===== src/rtl/pcc16_pkg.sv =====
package pcc16_pkg;

    typedef enum logic [2:0] {
        PH_IDLE,
        PH_SETUP,
        PH_CMD,
        PH_HOLD,
        PH_DONE
    } phase_e;

    // Lane plan of one byte/word part of an access.
    typedef enum logic [2:0] {
        LK_WORD,    // both enables, 16-bit lanes
        LK_EVEN16,  // enable 1, low lane
        LK_ODD16,   // enable 2, high lane
        LK_EVEN8,   // enable 1, A0=0, low lane
        LK_ODD8     // enable 1, A0=1, low lane
    } lane_kind_e;

    function automatic lane_kind_e first_part(input logic mode16,
                                              input logic [1:0] be,
                                              input logic addr0);
        logic [1:0] eff;
        eff = (be == 2'b00) ? (addr0 ? 2'b10 : 2'b01) : be;
        unique case (eff)
            2'b01:   return mode16 ? LK_EVEN16 : LK_EVEN8;
            2'b10:   return mode16 ? LK_ODD16  : LK_ODD8;
            default: return mode16 ? LK_WORD   : LK_EVEN8;
        endcase
    endfunction

    function automatic logic needs_odd_part(input logic mode16,
                                            input logic [1:0] be);
        return !mode16 && (be == 2'b11);
    endfunction

endpackage


===== src/rtl/pcc16_wait_sync.sv =====
module pcc16_wait_sync #(
    parameter int STAGES = 2
) (
    input  logic clk,
    input  logic rst_n,
    input  logic wait_n_async,
    output logic wait_active
);
    logic [STAGES-1:0] chain_q;

    generate
        for (genvar i = 0; i < STAGES; i++) begin : g_stage
            if (i == 0) begin : g_first
                always_ff @(posedge clk or negedge rst_n) begin
                    if (!rst_n) chain_q[0] <= 1'b0;
                    else        chain_q[0] <= !wait_n_async;
                end
            end else begin : g_next
                always_ff @(posedge clk or negedge rst_n) begin
                    if (!rst_n) chain_q[i] <= 1'b0;
                    else        chain_q[i] <= chain_q[i-1];
                end
            end
        end
    endgenerate

    assign wait_active = chain_q[STAGES-1];
endmodule


===== src/rtl/pcc16_lane_map.sv =====
module pcc16_lane_map
    import pcc16_pkg::*;
#(
    parameter int LANE_W = 8,
    localparam int DATA_W = 2 * LANE_W
) (
    input  lane_kind_e        kind,
    input  logic [DATA_W-1:0] wdata,
    input  logic [DATA_W-1:0] bus_in,
    input  logic [DATA_W-1:0] rdata_prev,
    output logic              ce1_n,
    output logic              ce2_n,
    output logic              a0,
    output logic [DATA_W-1:0] bus_out,
    output logic [DATA_W-1:0] rdata_merged
);
    localparam logic [LANE_W-1:0] LANE_ZERO = '0;

    always_comb begin
        ce1_n        = 1'b1;
        ce2_n        = 1'b1;
        a0           = 1'b0;
        bus_out      = wdata;
        rdata_merged = rdata_prev;
        unique case (kind)
            LK_WORD: begin
                ce1_n        = 1'b0;
                ce2_n        = 1'b0;
                rdata_merged = bus_in;
            end
            LK_EVEN16: begin
                ce1_n        = 1'b0;
                rdata_merged = {rdata_prev[DATA_W-1:LANE_W], bus_in[LANE_W-1:0]};
            end
            LK_ODD16: begin
                ce2_n        = 1'b0;
                a0           = 1'b1;
                rdata_merged = {bus_in[DATA_W-1:LANE_W], rdata_prev[LANE_W-1:0]};
            end
            LK_EVEN8: begin
                ce1_n        = 1'b0;
                bus_out      = {LANE_ZERO, wdata[LANE_W-1:0]};
                rdata_merged = {rdata_prev[DATA_W-1:LANE_W], bus_in[LANE_W-1:0]};
            end
            LK_ODD8: begin
                ce1_n        = 1'b0;
                a0           = 1'b1;
                bus_out      = {LANE_ZERO, wdata[DATA_W-1:LANE_W]};
                rdata_merged = {bus_in[LANE_W-1:0], rdata_prev[LANE_W-1:0]};
            end
            default: begin
                ce1_n = 1'b1;
            end
        endcase
    end
endmodule


===== src/rtl/pcc16_cycle_fsm.sv =====
module pcc16_cycle_fsm
    import pcc16_pkg::*;
#(
    parameter int ADDR_W = 26,
    parameter int DATA_W = 16,
    parameter int CNT_W  = 4
) (
    input  logic              clk,
    input  logic              rst_n,
    input  logic              req_valid,
    input  logic              req_write,
    input  logic              req_io,
    input  logic              req_attr,
    input  logic [ADDR_W-1:0] req_addr,
    input  logic [1:0]        req_be,
    input  logic [DATA_W-1:0] req_wdata,
    input  logic              cfg_bus16,
    input  logic [CNT_W-1:0]  cfg_setup,
    input  logic [CNT_W-1:0]  cfg_cmd,
    input  logic [CNT_W-1:0]  cfg_hold,
    input  logic              iois16_n,
    input  logic              wait_active,
    input  logic [DATA_W-1:0] rd_merged,
    output phase_e            phase_o,
    output lane_kind_e        kind_o,
    output logic              write_o,
    output logic              io_o,
    output logic              attr_o,
    output logic              mode16_o,
    output logic [ADDR_W-1:0] addr_o,
    output logic [DATA_W-1:0] wdata_o,
    output logic [DATA_W-1:0] rdata_o
);
    localparam logic [CNT_W-1:0] ONE = CNT_W'(1);

    typedef struct packed {
        phase_e            phase;
        lane_kind_e        kind;
        logic              odd_pending;
        logic              write;
        logic              io;
        logic              attr;
        logic              mode16;
        logic [ADDR_W-1:0] addr;
        logic [DATA_W-1:0] wdata;
        logic [DATA_W-1:0] rdata;
        logic [CNT_W-1:0]  cnt;
        logic [CNT_W-1:0]  setup_len;
        logic [CNT_W-1:0]  cmd_len;
        logic [CNT_W-1:0]  hold_len;
    } fsm_t;

    fsm_t st_d, st_q;

    function automatic logic [CNT_W-1:0] at_least_one(input logic [CNT_W-1:0] v);
        return (v == '0) ? ONE : v;
    endfunction

    always_comb begin
        st_d = st_q;
        unique case (st_q.phase)
            PH_IDLE: begin
                if (req_valid) begin
                    st_d.phase       = PH_SETUP;
                    st_d.write       = req_write;
                    st_d.io          = req_io;
                    st_d.attr        = req_attr;
                    st_d.mode16      = cfg_bus16;
                    st_d.addr        = req_addr;
                    st_d.wdata       = req_wdata;
                    st_d.rdata       = '0;
                    st_d.kind        = first_part(cfg_bus16, req_be, req_addr[0]);
                    st_d.odd_pending = needs_odd_part(cfg_bus16, req_be);
                    st_d.setup_len   = at_least_one(cfg_setup);
                    st_d.cmd_len     = at_least_one(cfg_cmd);
                    st_d.hold_len    = at_least_one(cfg_hold);
                    st_d.cnt         = at_least_one(cfg_setup) - ONE;
                end
            end
            PH_SETUP: begin
                if (st_q.cnt == '0) begin
                    if (st_q.io && st_q.kind == LK_WORD && iois16_n) begin
                        st_d.kind        = LK_EVEN8;
                        st_d.odd_pending = 1'b1;
                    end
                    st_d.phase = PH_CMD;
                    st_d.cnt   = st_q.cmd_len - ONE;
                end else begin
                    st_d.cnt = st_q.cnt - ONE;
                end
            end
            PH_CMD: begin
                if (st_q.cnt != '0) begin
                    st_d.cnt = st_q.cnt - ONE;
                end else if (!wait_active) begin
                    st_d.phase = PH_HOLD;
                    st_d.cnt   = st_q.hold_len - ONE;
                    if (!st_q.write) st_d.rdata = rd_merged;
                end
            end
            PH_HOLD: begin
                if (st_q.cnt != '0) begin
                    st_d.cnt = st_q.cnt - ONE;
                end else if (st_q.odd_pending) begin
                    st_d.odd_pending = 1'b0;
                    st_d.kind        = LK_ODD8;
                    st_d.phase       = PH_SETUP;
                    st_d.cnt         = st_q.setup_len - ONE;
                end else begin
                    st_d.phase = PH_DONE;
                end
            end
            PH_DONE: st_d.phase = PH_IDLE;
            default: st_d.phase = PH_IDLE;
        endcase
    end

    always_ff @(posedge clk or negedge rst_n) begin
        if (!rst_n) begin
            st_q       <= '0;
            st_q.phase <= PH_IDLE;
            st_q.kind  <= LK_WORD;
        end else begin
            st_q <= st_d;
        end
    end

    assign phase_o  = st_q.phase;
    assign kind_o   = st_q.kind;
    assign write_o  = st_q.write;
    assign io_o     = st_q.io;
    assign attr_o   = st_q.attr;
    assign mode16_o = st_q.mode16;
    assign addr_o   = st_q.addr;
    assign wdata_o  = st_q.wdata;
    assign rdata_o  = st_q.rdata;

    AST_WAIT_STRETCH: assert property (@(posedge clk) disable iff (!rst_n)
        (st_q.phase == PH_CMD && st_q.cnt == '0 && wait_active) |=> (st_q.phase == PH_CMD));
    AST_DONE_SINGLE: assert property (@(posedge clk) disable iff (!rst_n)
        (st_q.phase == PH_DONE) |=> (st_q.phase == PH_IDLE));
    AST_REQ_IGNORED: assert property (@(posedge clk) disable iff (!rst_n)
        (st_q.phase != PH_IDLE) |=> ($stable(st_q.addr) && $stable(st_q.write)));
    AST_SPLIT_ONCE: assert property (@(posedge clk) disable iff (!rst_n)
        (st_q.kind == LK_ODD8 && st_q.phase != PH_IDLE) |-> !st_q.odd_pending);
endmodule


===== src/rtl/pcc16_cycle_gen.sv =====
module pcc16_cycle_gen
    import pcc16_pkg::*;
#(
    parameter int ADDR_W      = 26,
    parameter int LANE_W      = 8,
    parameter int CNT_W       = 4,
    parameter int SYNC_STAGES = 2,
    localparam int DATA_W     = 2 * LANE_W
) (
    input  logic              clk,
    input  logic              rst_n,
    input  logic              req_valid,
    input  logic              req_write,
    input  logic              req_io,
    input  logic              req_attr,
    input  logic [ADDR_W-1:0] req_addr,
    input  logic [1:0]        req_be,
    input  logic [DATA_W-1:0] req_wdata,
    input  logic              cfg_bus16,
    input  logic [CNT_W-1:0]  cfg_setup,
    input  logic [CNT_W-1:0]  cfg_cmd,
    input  logic [CNT_W-1:0]  cfg_hold,
    input  logic              card_wait_n,
    input  logic              card_iois16_n,
    input  logic [DATA_W-1:0] card_data_in,
    output logic              card_ce1_n,
    output logic              card_ce2_n,
    output logic              card_reg_n,
    output logic              card_oe_n,
    output logic              card_we_n,
    output logic              card_iord_n,
    output logic              card_iowr_n,
    output logic [ADDR_W-1:0] card_addr,
    output logic [DATA_W-1:0] card_data_out,
    output logic              card_data_oe,
    output logic              busy,
    output logic              done,
    output logic [DATA_W-1:0] rdata
);
    logic              wait_active;
    phase_e            phase;
    lane_kind_e        kind;
    logic              acc_write, acc_io, acc_attr, acc_mode16;
    logic [ADDR_W-1:0] acc_addr;
    logic [DATA_W-1:0] acc_wdata, acc_rdata, rd_merged, lane_out;
    logic              map_ce1_n, map_ce2_n, map_a0;
    logic              in_access, in_cmd;

    pcc16_wait_sync #(.STAGES(SYNC_STAGES)) i_wait_sync (
        .clk          (clk),
        .rst_n        (rst_n),
        .wait_n_async (card_wait_n),
        .wait_active  (wait_active)
    );

    pcc16_cycle_fsm #(.ADDR_W(ADDR_W), .DATA_W(DATA_W), .CNT_W(CNT_W)) i_fsm (
        .clk         (clk),
        .rst_n       (rst_n),
        .req_valid   (req_valid),
        .req_write   (req_write),
        .req_io      (req_io),
        .req_attr    (req_attr),
        .req_addr    (req_addr),
        .req_be      (req_be),
        .req_wdata   (req_wdata),
        .cfg_bus16   (cfg_bus16),
        .cfg_setup   (cfg_setup),
        .cfg_cmd     (cfg_cmd),
        .cfg_hold    (cfg_hold),
        .iois16_n    (card_iois16_n),
        .wait_active (wait_active),
        .rd_merged   (rd_merged),
        .phase_o     (phase),
        .kind_o      (kind),
        .write_o     (acc_write),
        .io_o        (acc_io),
        .attr_o      (acc_attr),
        .mode16_o    (acc_mode16),
        .addr_o      (acc_addr),
        .wdata_o     (acc_wdata),
        .rdata_o     (acc_rdata)
    );

    pcc16_lane_map #(.LANE_W(LANE_W)) i_lane_map (
        .kind         (kind),
        .wdata        (acc_wdata),
        .bus_in       (card_data_in),
        .rdata_prev   (acc_rdata),
        .ce1_n        (map_ce1_n),
        .ce2_n        (map_ce2_n),
        .a0           (map_a0),
        .bus_out      (lane_out),
        .rdata_merged (rd_merged)
    );

    always_comb begin
        in_access     = (phase == PH_SETUP) || (phase == PH_CMD) || (phase == PH_HOLD);
        in_cmd        = (phase == PH_CMD);
        card_ce1_n    = in_access ? map_ce1_n : 1'b1;
        card_ce2_n    = in_access ? map_ce2_n : 1'b1;
        card_reg_n    = in_access ? (acc_io ? 1'b0 : !acc_attr) : 1'b1;
        card_oe_n     = !(in_cmd && !acc_io && !acc_write);
        card_we_n     = !(in_cmd && !acc_io &&  acc_write);
        card_iord_n   = !(in_cmd &&  acc_io && !acc_write);
        card_iowr_n   = !(in_cmd &&  acc_io &&  acc_write);
        card_addr     = in_access ? {acc_addr[ADDR_W-1:1], map_a0} : '0;
        card_data_oe  = in_access && acc_write;
        card_data_out = card_data_oe ? lane_out : '0;
        busy          = (phase != PH_IDLE);
        done          = (phase == PH_DONE);
        rdata         = acc_rdata;
    end

    AST_IDLE_QUIET: assert property (@(posedge clk) disable iff (!rst_n)
        !busy |-> (card_ce1_n && card_ce2_n && card_reg_n && card_oe_n && card_we_n
                   && card_iord_n && card_iowr_n && !card_data_oe));
    AST_IO_REG_LOW: assert property (@(posedge clk) disable iff (!rst_n)
        (!card_iord_n || !card_iowr_n) |-> !card_reg_n);
    AST_ONE_STROBE: assert property (@(posedge clk) disable iff (!rst_n)
        $onehot0({~card_oe_n, ~card_we_n, ~card_iord_n, ~card_iowr_n}));
    AST_STROBE_HAS_CE: assert property (@(posedge clk) disable iff (!rst_n)
        (!card_oe_n || !card_we_n || !card_iord_n || !card_iowr_n) |-> (!card_ce1_n || !card_ce2_n));
    AST_CE2_QUIET_8BIT: assert property (@(posedge clk) disable iff (!rst_n)
        (busy && !acc_mode16) |-> card_ce2_n);
    AST_READ_NO_DRIVE: assert property (@(posedge clk) disable iff (!rst_n)
        (!card_oe_n || !card_iord_n) |-> !card_data_oe);
    AST_SETUP_QUIET: assert property (@(posedge clk) disable iff (!rst_n)
        (phase == PH_SETUP) |=> (card_oe_n && card_we_n && card_iord_n && card_iowr_n)
                                || (phase == PH_CMD));
endmodule


===== config.mk =====
export PLATFORM = sky130hd
export DESIGN_NAME = pcc16_cycle_gen
export DESIGN_NICKNAME = d
export VERILOG_FILES = /design/src/rtl/pcc16_pkg.sv /design/src/rtl/pcc16_wait_sync.sv /design/src/rtl/pcc16_lane_map.sv /design/src/rtl/pcc16_cycle_fsm.sv /design/src/rtl/pcc16_cycle_gen.sv
export SDC_FILE = /design/constraint.sdc
export NUM_CORES = 1
export LEC_CHECK = 0
export BUFFER_PORTS_ARGS = -buffer_cell sky130_fd_sc_hd__buf_2
export CORE_MARGIN = 10
export CORE_UTILIZATION = 45
export CTS_BUF_LIST = sky130_fd_sc_hd__clkbuf_16
export DETAILED_ROUTE_END_ITERATION = 7
export GPL_TIMING_DRIVEN = 0
export PLACE_DENSITY = 0.75
export SYNTH_ARGS = -nofsm -noshare
export SYNTH_HDL_FRONTEND = slang
export SYNTH_SLANG_ARGS = --single-unit
export TNS_END_PERCENT = 30

===== constraint.sdc =====
create_clock -name clk -period 1.95 [get_ports clk]
set_input_delay 0.4875 -clock clk [delete_from_list [all_inputs] [get_ports clk]]
set_output_delay 0.4875 -clock clk [all_outputs]
set_load 0.01 [all_outputs]

### Word level (Yosys, flattened, before mapping)

Cells that the tools add are included.

| cells by class | value |
|---|---|
| add/subtract/negate cells | 5 |
| equality and inequality tests | 26 |
| muxes and demuxes | 39 |
| reductions and logical operators | 44 |

Operators with widths:

| cell | count |
|---|---|
| 85-bit two-way mux | 1 |
| 16-bit case mux with 2 select lines | 2 |
| 16-bit case mux with 4 select lines | 1 |
| 16-bit two-way mux | 3 |
| 4-bit two-way mux | 9 |
| 26-bit two-way mux | 1 |
| 20-bit two-way mux | 1 |
| 4-bit by 1-bit subtractor with 4-bit output, second input constant | 5 |
| 4-bit zero test | 4 |
| 2-bit != test, second input constant | 8 |
| 4-bit case mux with 4 select lines | 1 |
| 7-bit two-way mux | 2 |
| 3-bit by 2-bit equality test with 1-bit output, second input constant | 4 |
| 3-bit two-way mux | 4 |
| 3-bit case mux with 4 select lines | 1 |
| 4-bit case mux with 3 select lines | 1 |
| 1-bit logical AND | 10 |
| 5-bit AND reduction | 2 |
| 1-bit zero test | 9 |
| 2-bit two-way mux | 4 |
| 8-bit AND reduction | 1 |
| 4-bit nonzero test | 2 |
| 1-bit two-way mux | 7 |
| 7-bit AND reduction | 1 |
| 19 further kinds | 30 |

| storage, ports and cells | value |
|---|---|
| register bits | 87 |
| bits of input ports | 81 |
| output and inout port bits | 68 |
| logic and storage cells | 131 |

### Logic depth before layout (Yosys ltp)

Gate-level depths: netlist (run 1).

| logic depth | value |
|---|---|
| depth after elaboration | 7 |
| depth in mapped cells | 7 |
| gate-level depth less buffers | 6 |

### Modules after synthesis

From an unflattened synthesis (run 1), not the netlist that was laid out.

| second synthesis, totals | value |
|---|---|
| cell total of the unflattened synthesis | 527 |
| area, all modules | 5461.5 µm² |

By module, submodules not included:

| module | instances | cells an instance | area an instance (µm²) | sequential area each (µm²) |
|---|---|---|---|---|
| pcc16_cycle_fsm | 1 | 397 | 4454.3 | 2127.0 |
| pcc16_cycle_gen | 1 | 64 | 500.5 | 0.0 |
| pcc16_lane_map | 1 | 63 | 452.9 | 0.0 |
| pcc16_wait_sync | 1 | 3 | 53.8 | 50.0 |

### Worst setup path before layout (run 1)

No wires, ideal clock.

| path | value |
|---|---|
| kind | reg-to-reg |
| start point | register i_fsm.st_q[12] in the netlist's numbering |
| end point | register i_fsm.st_q, in the netlist i_fsm.rdata_o[0] |
| library setup time | 0.080 ns |
| data arrival time | 2.073 ns |
| slack | -0.202 ns |
| stages on the path, launching flop included | 8 |
| path buffers | 1 |
| period minus slack after synthesis | 2.152 ns |
| cell sequence | dfrtp_1 > inv_1 > ha_1 > or3b_1 > buf_6 > or4_4 > a21oi_4 > mux2i_1 |

| on the way | value |
|---|---|
| longest elaborated chain between the ends | 3 |

RTL lines:

| item | RTL line | RTL |
|---|---|---|
| start: declaration | pcc16_cycle_fsm.sv:53 | `fsm_t st_d, st_q;` |
| start signal: assignment | pcc16_cycle_fsm.sv:124 | `st_q <= st_d;` |
| 4-bit nonzero test | pcc16_cycle_fsm.sv:93 | `if (st_q.cnt != '0) begin` |
| 2-bit != test (no line) | n/a |  |
| 8-bit AND reduction (no line) | n/a |  |

Every way passes these cells.
A chain may end at the register's enable or synchronous reset.

### Worst setup path after layout (run 1)

| path | value |
|---|---|
| start point | register i_fsm.phase_o[0] (netlist name) |
| end point | output card_oe_n |

| on the way | value |
|---|---|
| longest elaborated chain between the ends | 4 |

RTL lines:

| item | RTL line | RTL |
|---|---|---|
| 3-bit by 2-bit equality test with 1-bit output | pcc16_cycle_gen.sv:98 | `in_cmd = (phase == PH_CMD);` |
| 1-bit logical AND (2 in series) | pcc16_cycle_gen.sv:102 | `card_oe_n = !(in_cmd && !acc_io && !acc_write);` |
| 1-bit zero test | pcc16_cycle_gen.sv:102 |  |
| end: declaration | pcc16_cycle_gen.sv:29 | `output logic card_oe_n,` |

Every way passes these cells.

==> results by group, run 1 <==
Outcome
  – Status: complete, but fails checks
  – Violated checks: setup timing

Synthesis
  – Top-area cell type share of the netlist area: 45.6%
  – Yosys cell types: just over 50
  – FF+latch count, synth: 85
  – Yosys warnings: 0
  – Synth area leader: dfrtp_1
  – Mapped Cells: 439
  – Primary FF master, synth: dfrtp_1
  – Async set or reset register ratio after synthesis: 100%
  – Post-Syn Area: 0.00466 mm^2
  – Mapped Avg Cell Area: ~11 um^2
  – Post-synth EDFFs: 0
  – Post-synthesis sequential area ratio: 45.6%
  – Synth area leaders: dfrtp_1 46%, mux2_2 13%, and2_1 4.6%
  – Mapped Nets: around 530

Drt
  – Avg WL per Cell: ~19 um
  – Drt pass-1 iters: 7
  – Final ANT Viol Nets: 0
  – Via Count: 4083
  – Iteration-0 DRC Markers: 202
  – DR DRC count: 0
  – Final WL: 14.0 mm
  – Via-per-instance ratio: 5.41

Critical path
  – Startpoint types: register
  – Crit path DAT: roughly 1.8 ns
  – WP data required: 1.46 ns
  – Critical path peak fanout: 3
  – Critical Path Start: i_fsm.phase_o[0]
  – Crit Path Class: reg -> out
  – Reg2reg start: i_fsm.st_q[12]
  – Crit path capture type: output port

Global routing
  – Global-route wire length before repair: 22.0 mm
  – Initial antenna violation count: 1
  – Vias in the first global route: ~4400
  – Global route total overflow: 0
  – Global Route Usage Sum: 18.3%
  – Largest net degree at the start of global routing: 61

Pwr
  – Internal Pwr Total: 0.00712 W
  – Pwr Density: 1760 mW/mm^2
  – Static Leak: 3.12 nW
  – Register share of total power: 28.1%
  – Net Switching: 0.00447 W
  – Sw frac: 38.6%
  – Comb pwr share: 57.6%
  – Clock Power Share: 14.4%
  – Max VDD drop: roughly 1.1 mV

Min path
  – Class of the worst hold path: in -> async

STA
  – Max_slew headroom: 60.4%
  – Slew Limit Fails: 0
  – Setup TNS: -16.78 ns
  – Worst-Margin Slew: 0.593 ns
  – RSZ-0062 raised after global routing: true
  – Setup violation total in the final timing report: 115
  – Fin crit period: between 2 and 2.5 ns
  – Worst Skew: ~0.010 ns
  – Setup WS post-layout: -0.360 ns
  – Fin. Hold Viols: 0
  – Crit share post-route: 118%
  – Fmax: around 430 MHz

Place
  – Port Buffers: 147
  – Placed inst area: 0.00563 mm^2
  – Routability cong.: 0.895
  – Hpwl dp: a little under 10 mm

Floorplan
  – Die Width: between 100 and 150 um
  – Initial core utilization: 45.6%
  – Die height: approximately 120 um
  – Die area: 0.0148 mm^2
  – IO Count: roughly 150
  – Core area: 0.0102 mm^2
  – # rows: 37

Clocking
  – Clock Tree Buf Depth: 2
  – Number of H-tree levels: 3
  – Worst-Skew Late Latency: between 0.3 and 0.4 ns
  – CTS tree: yes
  – CTS Sinks: 85
  – Number of CTS-inserted buffers: 9
  – Root buf cell: clkbuf_16
  – Clk pin slew, worst setup/hold paths: roughly 0.070 ns

Job
  – Max-cap violations: 0

Layout
  – Proportion of layout cells with a drive suffix above 1: 53.1%
  – Syn-to-layout area delta: 41.1%
  – Number of fill cells: 783
  – Final nets: 700
  – Final Core Density: 64.3%
  – Fin area: 0.00658 mm^2
==> layout make-up <==
type	instances	area, um^2	area share, %
diodes	1	2.50	0.0380
plain buffers	35	315	4.79
repair buffers	169	1150	17.6
multi-input cells	290	2430	37.0
clock inverters	7	57.6	0.875
inverters	23	86.3	1.31
flip-flops and latches	85	2130	32.4
well taps	136	170	2.59
clock buffers	9	225	3.42
==> what timing repair did <==
action                     4_1_cts  5_1_grt
setup endpoints to repair      127      129
resized for setup              104       29
hold buffers                     0        0
gates cloned                     2        0
buffers inserted                18        1
pin swaps                       33        6
==> placed cells by master, fill, tap and decap left out, types with 6 or more instances in the layout <==
cell and instances:
nand2_1 21, buf_4 30, clkbuf_4 6, a21oi_1 10, dfrtp_1 80, buf_6 36, inv_1 20, mux2_2 52
o21ai_0 13, buf_2 118, mux2i_1 19, clkbuf_16 11, a22o_1 24, nor3_1 8, and2_1 12, and2_4 22
nor2_1 20
==> power groups by stage <==
stage / combinational [W] / clock [W] / sequential (W)
floorplan: 0.00365 / 0 / 0.00294
global placement: 0.00505 / 0 / 0.00305
detailed placement: 0.00517 / 0 / 0.00310
CTS: 0.00640 / 0.00168 / 0.00320
global route: 0.00721 / 0.00178 / 0.00335
finish: 0.00667 / 0.00166 / 0.00325
==> worst max-delay path, cell delays in order, from the launching register on <==
cell,delay [ns]
dfrtp_1,0.44
buf_6,0.15
or3b_4,0.40
or3_4,0.35
buf_6,0.13
==> cell usage after synthesis (all sizes together), types with 4 or more instances <==
master  number
nand2       22
mux2        52
dfrtp       85
nor2        21
xnor2        4
a22o        24
clkbuf      17
o31ai        5
mux2i       19
inv         23
buf         24
ha           6
and2        34
a21oi       11
o21bai       4
nor3b        5
nor3        11
o21ai       14
==> state kept, by name, indices dropped and copies added (netlist names) <==
register and cells:
i_fsm.phase_o 3, i_fsm.st_q 17, i_fsm.kind_o 3, i_fsm.addr_o 25, i_fsm.io_o 1, i_fsm.wdata_o 16
i_fsm.write_o 1, i_wait_sync.wait_active 1, i_fsm.rdata_o 16, i_fsm.attr_o 1, i_wait_sync.chain_q 1
==> kinds of logic (layout without fill, tap and decap cells) <==
family	Yosys count	count (layout)	synth area share, %
adders and majority gates	6	6	1.61
AOI/OAI and AO/OA	86	86	13.8
and+or+nand+nor	120	120	14.2
DFF	85	85	45.6
buffers and inverters	64	243	6.79
other	0	1	0
muxes	71	71	16.6
xor gates and xnor gates	7	7	1.31
==> metal layers <==
metal	up-vias	track usage, %	routed length (um)
met3	16	8.83	1650
met1	1992	21.1	5620
met2	181	29.9	6560
met4	0	4.55	153
met5	-	0	0
li1	1894	-	-
==> worst paths after layout <==
path / to / cells after the start / slack, ns
max in group asynchronous: i_fsm.phase_o[2] / 2 / 1.25
worst min register to register: i_wait_sync.wait_active / 0 / 0.35
min in group clk: i_wait_sync.chain_q[0] / 2 / 0.29
worst max-delay path: card_oe_n / 4 / -0.36
worst max register to register: i_fsm.rdata_o[0] / 8 / -0.23
worst min-delay path: i_fsm.rdata_o[5] / 1 / 0.05
==> through the flow <==
| step | instances | hold WS [ns] | worst slack [ns] | total power [W] |
|---|---|---|---|---|
| after floorplan | 439 | 0.192 | -0.144 | 0.00659 |
| after global placement | 722 | 0.338 | -0.478 | 0.00810 |
| after detailed placement | 723 | 0.336 | -0.528 | 0.00828 |
| after CTS | 753 | 0.0614 | -0.296 | 0.0113 |
| after global routing | 754 | 0.0700 | -0.367 | 0.0123 |
| final | 755 | 0.0478 | -0.360 | 0.0116 |
No activity file was read; power rests on OpenSTA's default activity.
==> run 2: changes to the inputs <==
- clock period: 1.95 -> 1.98 ns (I/O delays scaled with it)
==> results by group, run 2 (same netlist as run 1, synthesis figures left out) <==
Outcome
  – Status: complete, but fails checks
  – Violated checks: setup timing

Layout
  – Non-Filler Instances: 757 (+0.26%)
  – Number of fill cells: 808 (+3.2%)
  – Antenna cells: 0 (-1)
  – Final nets: 703 (+0.43%)
  – Final Core Density: 63.2% (-1.1 points)
  – Most frequent cells in the layout: 132 x buf_2, 81 x dfrtp_1, 52 x mux2_2, 37 x buf_4, 24 x a22o_1
  – Proportion of layout cells with a drive suffix above 1: 51.5% (-1.5 points)
  – Commonest non-fill, non-tap cell in the layout: buf_2
  – Largest register FFs: 25 (unchanged)
  – Syn-to-layout area delta: 38.7%

Pwr
  – Total power: 0.0112 W (-3.7%)
  – Net Switching: 0.00423 W (-5.3%)
  – Sw frac: 37.9% (-0.67 points)
  – Pwr Density: 1730 mW/mm^2 (-2.0%)
  – Comb pwr share: 56.8% (-0.8 points)
  – Register share of total power: 28.5% (+0.4 points)
  – Static Leak: 3.10 nW (-0.71%)
  – Max VDD drop: 0.911 mV (-18%)
  – Internal Pwr Total: 0.00693 W (-2.6%)
  – Clock Power Share: 14.7% (+0.3 points)

Clocking
  – CTS tree: yes
  – Number of H-tree levels: 3 (unchanged)
  – Clk pin slew, worst setup/hold paths: 0.06 ns (about the same)
  – Root buf cell: clkbuf_16
  – Number of CTS-inserted buffers: 9 (unchanged)
  – CTS Sinks: 85 (unchanged)
  – Hold_buf cts: 0 (unchanged)
  – Clock Tree Buf Depth: 2 (unchanged)
  – Worst-Skew Late Latency: 0.34 ns (about the same)

Place
  – Hpwl dp: 10.1 mm (+1.4%)
  – Port Buffers: 147 (unchanged)
  – Post-Place Cells: 723 (unchanged)
  – Routability cong.: 0.892 (-0.30%)

Floorplan
  – Initial core utilization: 45.6% (unchanged)
  – IO Count: 149 (unchanged)
  – Die height: 122 um (unchanged)
  – Core area: 0.0102 mm^2 (unchanged)
  – Die area: 0.0148 mm^2 (unchanged)
  – Die Width: 122 um (unchanged)
  – # rows: 37 (unchanged)

Critical path
  – Slowest cell delay on critical path: 0.41 ns (-0.03 ns)
  – Crit path capture: card_oe_n
  – Startpoint types: register
  – Critical path peak fanout: 4 (+1)
  – Reg2reg start: i_fsm.st_q[13]
  – Critical Path, Cell by Cell: buf_4, or3b_4, or3_1, buf_2
  – Crit path DAT: 1.73 ns (-0.09 ns)
  – Flop2flop setup slack: -0.16 ns (+0.07 ns)
  – CP max stage cell: or3b_4
  – Crit path capture type: output port
  – Crit Path Class: reg -> out
  – WP data required: 1.48 ns (+0.02 ns)
  – Critical Path Start: i_fsm.phase_o[0]
  – R2r endpoint: i_fsm.rdata_o[5]
  – Worst reg-to-reg path cell count: 7 (-1)

Min path
  – Class of the worst hold path: in -> async

STA
  – Slew Limit Fails: 0 (unchanged)
  – Setup violation total in the final timing report: 70 (-39%)
  – Fmax: roughly 450 MHz
  – Setup TNS: -10.37 ns (+6.41 ns)
  – Max_slew headroom: 55.4% (-5.0 points)
  – Fin crit period: 2.22 ns
  – Worst-Margin Slew: 0.663 ns (+0.0695 ns)
  – Fin. Hold Viols: 0 (unchanged)
  – Worst Skew: 0.00735 ns (-0.00301 ns)
  – RSZ-0062 raised after global routing: true
  – Setup WS post-layout: -0.244 ns (+0.116 ns)
  – Crit share post-route: 112%

Drt
  – DR DRC count: 0 (unchanged)
  – Iteration-0 DRC Markers: 168 (-17%)
  – Final WL: 13.8 mm (-1.1%)
  – Avg WL per Cell: 18.3 um (-1.3%)
  – Via Count: 3958 (-3.1%)
  – Drt pass-1 iters: 4 (-3)
  – Via-per-instance ratio: 5.23 (-3.3%)
  – Final ANT Viol Nets: 0 (unchanged)

Global routing
  – Global route total overflow: 0 (unchanged)
  – Global Route Usage Sum: 18.2% (-0.11 points)
  – Global-route wire length before repair: 21.5 mm (-2.4%)
  – Initial antenna violation count: 1 (unchanged)
  – Largest net degree at the start of global routing: 71 (+16%)
  – Vias in the first global route: 4151 (-5.0%)

Job
  – Max-cap violations: 0 (unchanged)
-- run 2: changes by cell type in the layout (fill, tap and decap cells not counted), moves of 3 or more --
cell      before  now
buf_6         36   20
buf_2        118  132
buf_4         30   37
and2_1        12   16
and2_4        22   18
clkbuf_4       6    2
clkbuf_8       2    5
inv_6          4    1
-- run 2: area by class of cell --
class                      count  area (um^2)  area share (%)
multi-input combinational    290         2380            36.7
sequential                    85         2130            33.0
timing repair buffer         172         1100            17.1
buffer                        35          309            4.78
clock buffer                   9          225            3.48
tap                          136          170            2.63
inverter                      23         93.8            1.45
clock inverter                 7         58.8           0.909
-- run 2: power groups by stage --
stage               Combinational, W  Clock (W)  Sequential (W)
floorplan                    0.00357          0         0.00289
global placement             0.00498          0         0.00300
detailed placement           0.00511          0         0.00306
CTS                          0.00616    0.00167         0.00315
global route                 0.00687    0.00173         0.00329
finish                       0.00634    0.00164         0.00318
-- run 2: what timing repair did --
action                                  CTS  global route
endpoints found under the hold margin     0             0
resized for setup                        86            19
endpoints found under the setup margin  125           128
setup buffers                            15             7
pin swaps                                32             1
cloned                                    2             0
-- run 2: how the worst min path moves through the flow --
stage	end	slack [ns]	startpoint
2_1_floorplan	i_fsm.addr_o[10]	0.20	rst_n
3_3_place_gp	i_wait_sync.wait_active	0.34	i_wait_sync.chain_q[0]
3_5_place_dp	i_wait_sync.wait_active	0.35	i_wait_sync.chain_q[0]
4_1_cts	i_fsm.wdata_o[5]	0.009	rst_n
5_1_grt	i_fsm.wdata_o[5]	0.01	rst_n
6_report	i_fsm.wdata_o[8]	0.01	rst_n
-- run 2: metrics by stage --
| stage | hold slack [ns] | cell area [um^2] | setup slack [ns] |
|---|---|---|---|
| floorplan | 0.199 | 4680 | -0.114 |
| detailed placement | 0.346 | 5620 | -0.591 |
| global placement | 0.343 | 5590 | -0.626 |
| CTS | 0.00920 | 6380 | -0.241 |
| finish | 0.0119 | 6470 | -0.244 |
| global route | 0.0118 | 6470 | -0.291 |
-- run 2: critical path: cells and delay by family (launching register included) --
| kind | cells | cell delay [ns] |
|---|---|---|
| buffers and inverters | 2 | 0.28 |
| AND/OR/NAND/NOR | 2 | 0.72 |
| flip-flops | 1 | 0.39 |
-- run 2: layer usage --
layer | global-route usage [%] | vias up | part of all wire [%]
li1 | - | 1903 | -
met1 | 21.1 | 1899 | 41
met2 | 29.8 | 133 | 48
met3 | 7.49 | 21 | 9.2
met4 | 6.04 | 2 | 1.6
met5 | 0 | - | 0.058
==> run 3: changes to the inputs <==
- CAP_MARGIN: not set -> 20
- CORE_ASPECT_RATIO: not set -> 0.75
==> results by group, run 3 (same netlist as run 1, synthesis figures left out) <==
Outcome
  – Status: complete, but fails checks
  – Violated checks: setup timing

Global routing
  – Global Route Usage Sum: 19.3% (+1.1 points)
  – Global-route wire length before repair: 22.7 mm (+5.9%)
  – Global route total overflow: 0 (unchanged)
  – Largest net degree at the start of global routing: 50 (-30%)
  – Vias in the first global route: 4359 (+5.0%)
  – Initial antenna violation count: 1 (unchanged)

Drt
  – Iteration-0 DRC Markers: 298 (+77%)
  – Drt pass-1 iters: 7 (+3)
  – Via Count: 4103 (+3.7%)
  – Final WL: 14.5 mm (+5.0%)
  – Avg WL per Cell: 18.9 um (+3.4%)
  – Via-per-instance ratio: 5.34 (+2.0%)
  – Final ANT Viol Nets: 0 (unchanged)
  – DR DRC count: 0 (unchanged)

Pwr
  – Clock Power Share: 14.6% (about the same)
  – Comb pwr share: 58.8% (+2.0 points)
  – Net Switching: 0.00457 W (+7.9%)
  – Sw frac: 37.9% (-0.052 points)
  – Pwr Density: 1790 mW/mm^2 (+3.8%)
  – Register share of total power: 26.5% (-2.0 points)
  – Total power: 0.0121 W (+8.1%)
  – Internal Pwr Total: 0.00750 W (+8.2%)
  – Static Leak: 3.21 nW (+3.6%)
  – Max VDD drop: 1.13 mV (+24%)

STA
  – Setup violation total in the final timing report: 119 (+70%)
  – Slew Limit Fails: 0 (unchanged)
  – Fmax: 435 MHz (-3.2%)
  – Max_slew headroom: 52.7% (-2.7 points)
  – Setup WS post-layout: -0.318 ns (-0.0739 ns)
  – RSZ-0062 raised after global routing: true
  – Fin crit period: 2.30 ns (+0.0739 ns)
  – Worst-Margin Slew: 0.703 ns (+0.0406 ns)
  – Fin. Hold Viols: 0 (unchanged)
  – Crit share post-route: 116% (+3.7 points)
  – Worst Skew: 0.0145 ns (+0.00718 ns)

Critical path
  – Crit path DAT: 1.80 ns (+0.07 ns)
  – Critical path peak fanout: 3 (-1)
  – Crit Path Class: reg -> out
  – Crit path capture type: output port
  – WP data required: 1.48 ns (about the same)
  – Startpoint types: register

Layout
  – Syn-to-layout area delta: 44.4%
  – Commonest non-fill, non-tap cell in the layout: buf_2
  – Proportion of layout cells with a drive suffix above 1: 55.1% (+3.5 points)
  – Final nets: 714 (+1.6%)
  – Most frequent cells in the layout: 121 x buf_2, 81 x dfrtp_1, 52 x mux2_2, 46 x buf_4, 35 x buf_6
  – Largest register FFs: 25 (unchanged)
  – Final Core Density: 66.0% (+2.7 points)
  – Fin area: 0.00674 mm^2 (+4.1%)

Place
  – Port Buffers: 147 (unchanged)
  – Placed inst area: 0.00562 mm^2 (unchanged)
  – Routability cong.: 0.881 (-1.2%)
  – Pre-CTS setup slack: -0.677 ns (-0.0854 ns)
  – Hpwl dp: 10.1 mm (+0.27%)

Floorplan
  – Die height: 108 um (-11%)
  – Die Width: 138 um (+13%)
  – Core area: 0.0102 mm^2 (-0.21%)
  – Initial core utilization: 45.7% (+0.095 points)
  – # rows: 32 (-14%)
  – IO Count: 149 (unchanged)
  – Die area: 0.0149 mm^2 (+0.29%)

Job
  – Max-cap violations: 0 (unchanged)

Clocking
  – Number of H-tree levels: 3 (unchanged)
  – Root buf cell: clkbuf_16
  – Number of CTS-inserted buffers: 9 (unchanged)
  – CTS tree: yes
  – Worst-Skew Late Latency: 0.35 ns (about the same)
  – CTS Sinks: 85 (unchanged)
  – Clock Tree Buf Depth: 2 (unchanged)
  – Clk pin slew, worst setup/hold paths: 0.08 ns (+0.02 ns)

Min path
  – Class of the worst hold path: in -> async
## run 3: changes by cell type in the layout (fill, tap and decap cells not counted), moves of 4 or more
cell	previous run	this run
buf_6	20	35
buf_2	132	121
and2_1	16	2
clkbuf_8	5	1
and2_4	18	32
buf_4	37	46
## run 3: final timing paths
path                                        start                 endpoint  slack [ns]  cells past startpoint
setup / recovery                 i_fsm.phase_o[0]                card_oe_n       -0.32                      4
hold / removal                              rst_n           i_fsm.st_q[14]        0.11                      1
setup reg to reg                   i_fsm.st_q[13]         i_fsm.rdata_o[7]       -0.19                      8
hold reg to reg            i_wait_sync.chain_q[0]  i_wait_sync.wait_active        0.35                      0
max in group asynchronous                   rst_n         i_fsm.phase_o[2]        1.23                      2
min in group clk                      card_wait_n   i_wait_sync.chain_q[0]        0.28                      2
## run 3: worst max-delay path: stages (launching register included)
cell and delay [ns]:
dfrtp_1 0.44, buf_6 0.15, or3b_4 0.41, or3_1 0.30, buf_2 0.15
## run 3: per-stage QoR
step	TNS, ns	std cells	hold WS (ns)
global route	-25.89	768	0.138
detailed placement	-48.85	723	0.336
floorplan	-0.913	439	0.199
finish	-19.15	769	0.105
CTS	-16.12	757	0.132
global placement	-69.43	722	0.335
## run 3: timing repair
action                                  CTS  global route
endpoints found under the setup margin  131           124
hold endpoints to repair                  0             0
gates cloned                              2             0
gates resized for setup                 107            35
setup buffers                            21            12
pin swaps                                31            10
hold buffers                              0             0
## run 3: metal layers
| layer | track usage [%] | vias to the layer above | wire length (um) |
|---|---|---|---|
| met2 | 30.4 | 165 | 6820 |
| met4 | 5.78 | 2 | 259 |
| met1 | 22.9 | 1990 | 5840 |
| met3 | 9.31 | 31 | 1610 |
| met5 | 0 | - | 7 |
| li1 | - | 1915 | - |
## run 3: final cells by class
type | instances | area [um^2]
diodes | 1 | 2.50
plain buffers | 35 | 303
clock buffers | 9 | 225
clock inverters | 7 | 82.6
fillers | 780 | 3470
inverters | 23 | 91.3
multi-input cells | 290 | 2440
flip-flops and latches | 85 | 2130
well taps | 136 | 170
repair buffers | 183 | 1280
## run 3: power by group through the flow
| stage | Clock, W | Sequential (W) | Combinational, W |
|---|---|---|---|
| floorplan | 0 | 0.00289 | 0.00357 |
| global placement | 0 | 0.00300 | 0.00500 |
| detailed placement | 0 | 0.00306 | 0.00513 |
| CTS | 0.00179 | 0.00315 | 0.00661 |
| global route | 0.00187 | 0.00331 | 0.00763 |
| finish | 0.00176 | 0.00320 | 0.00710 |
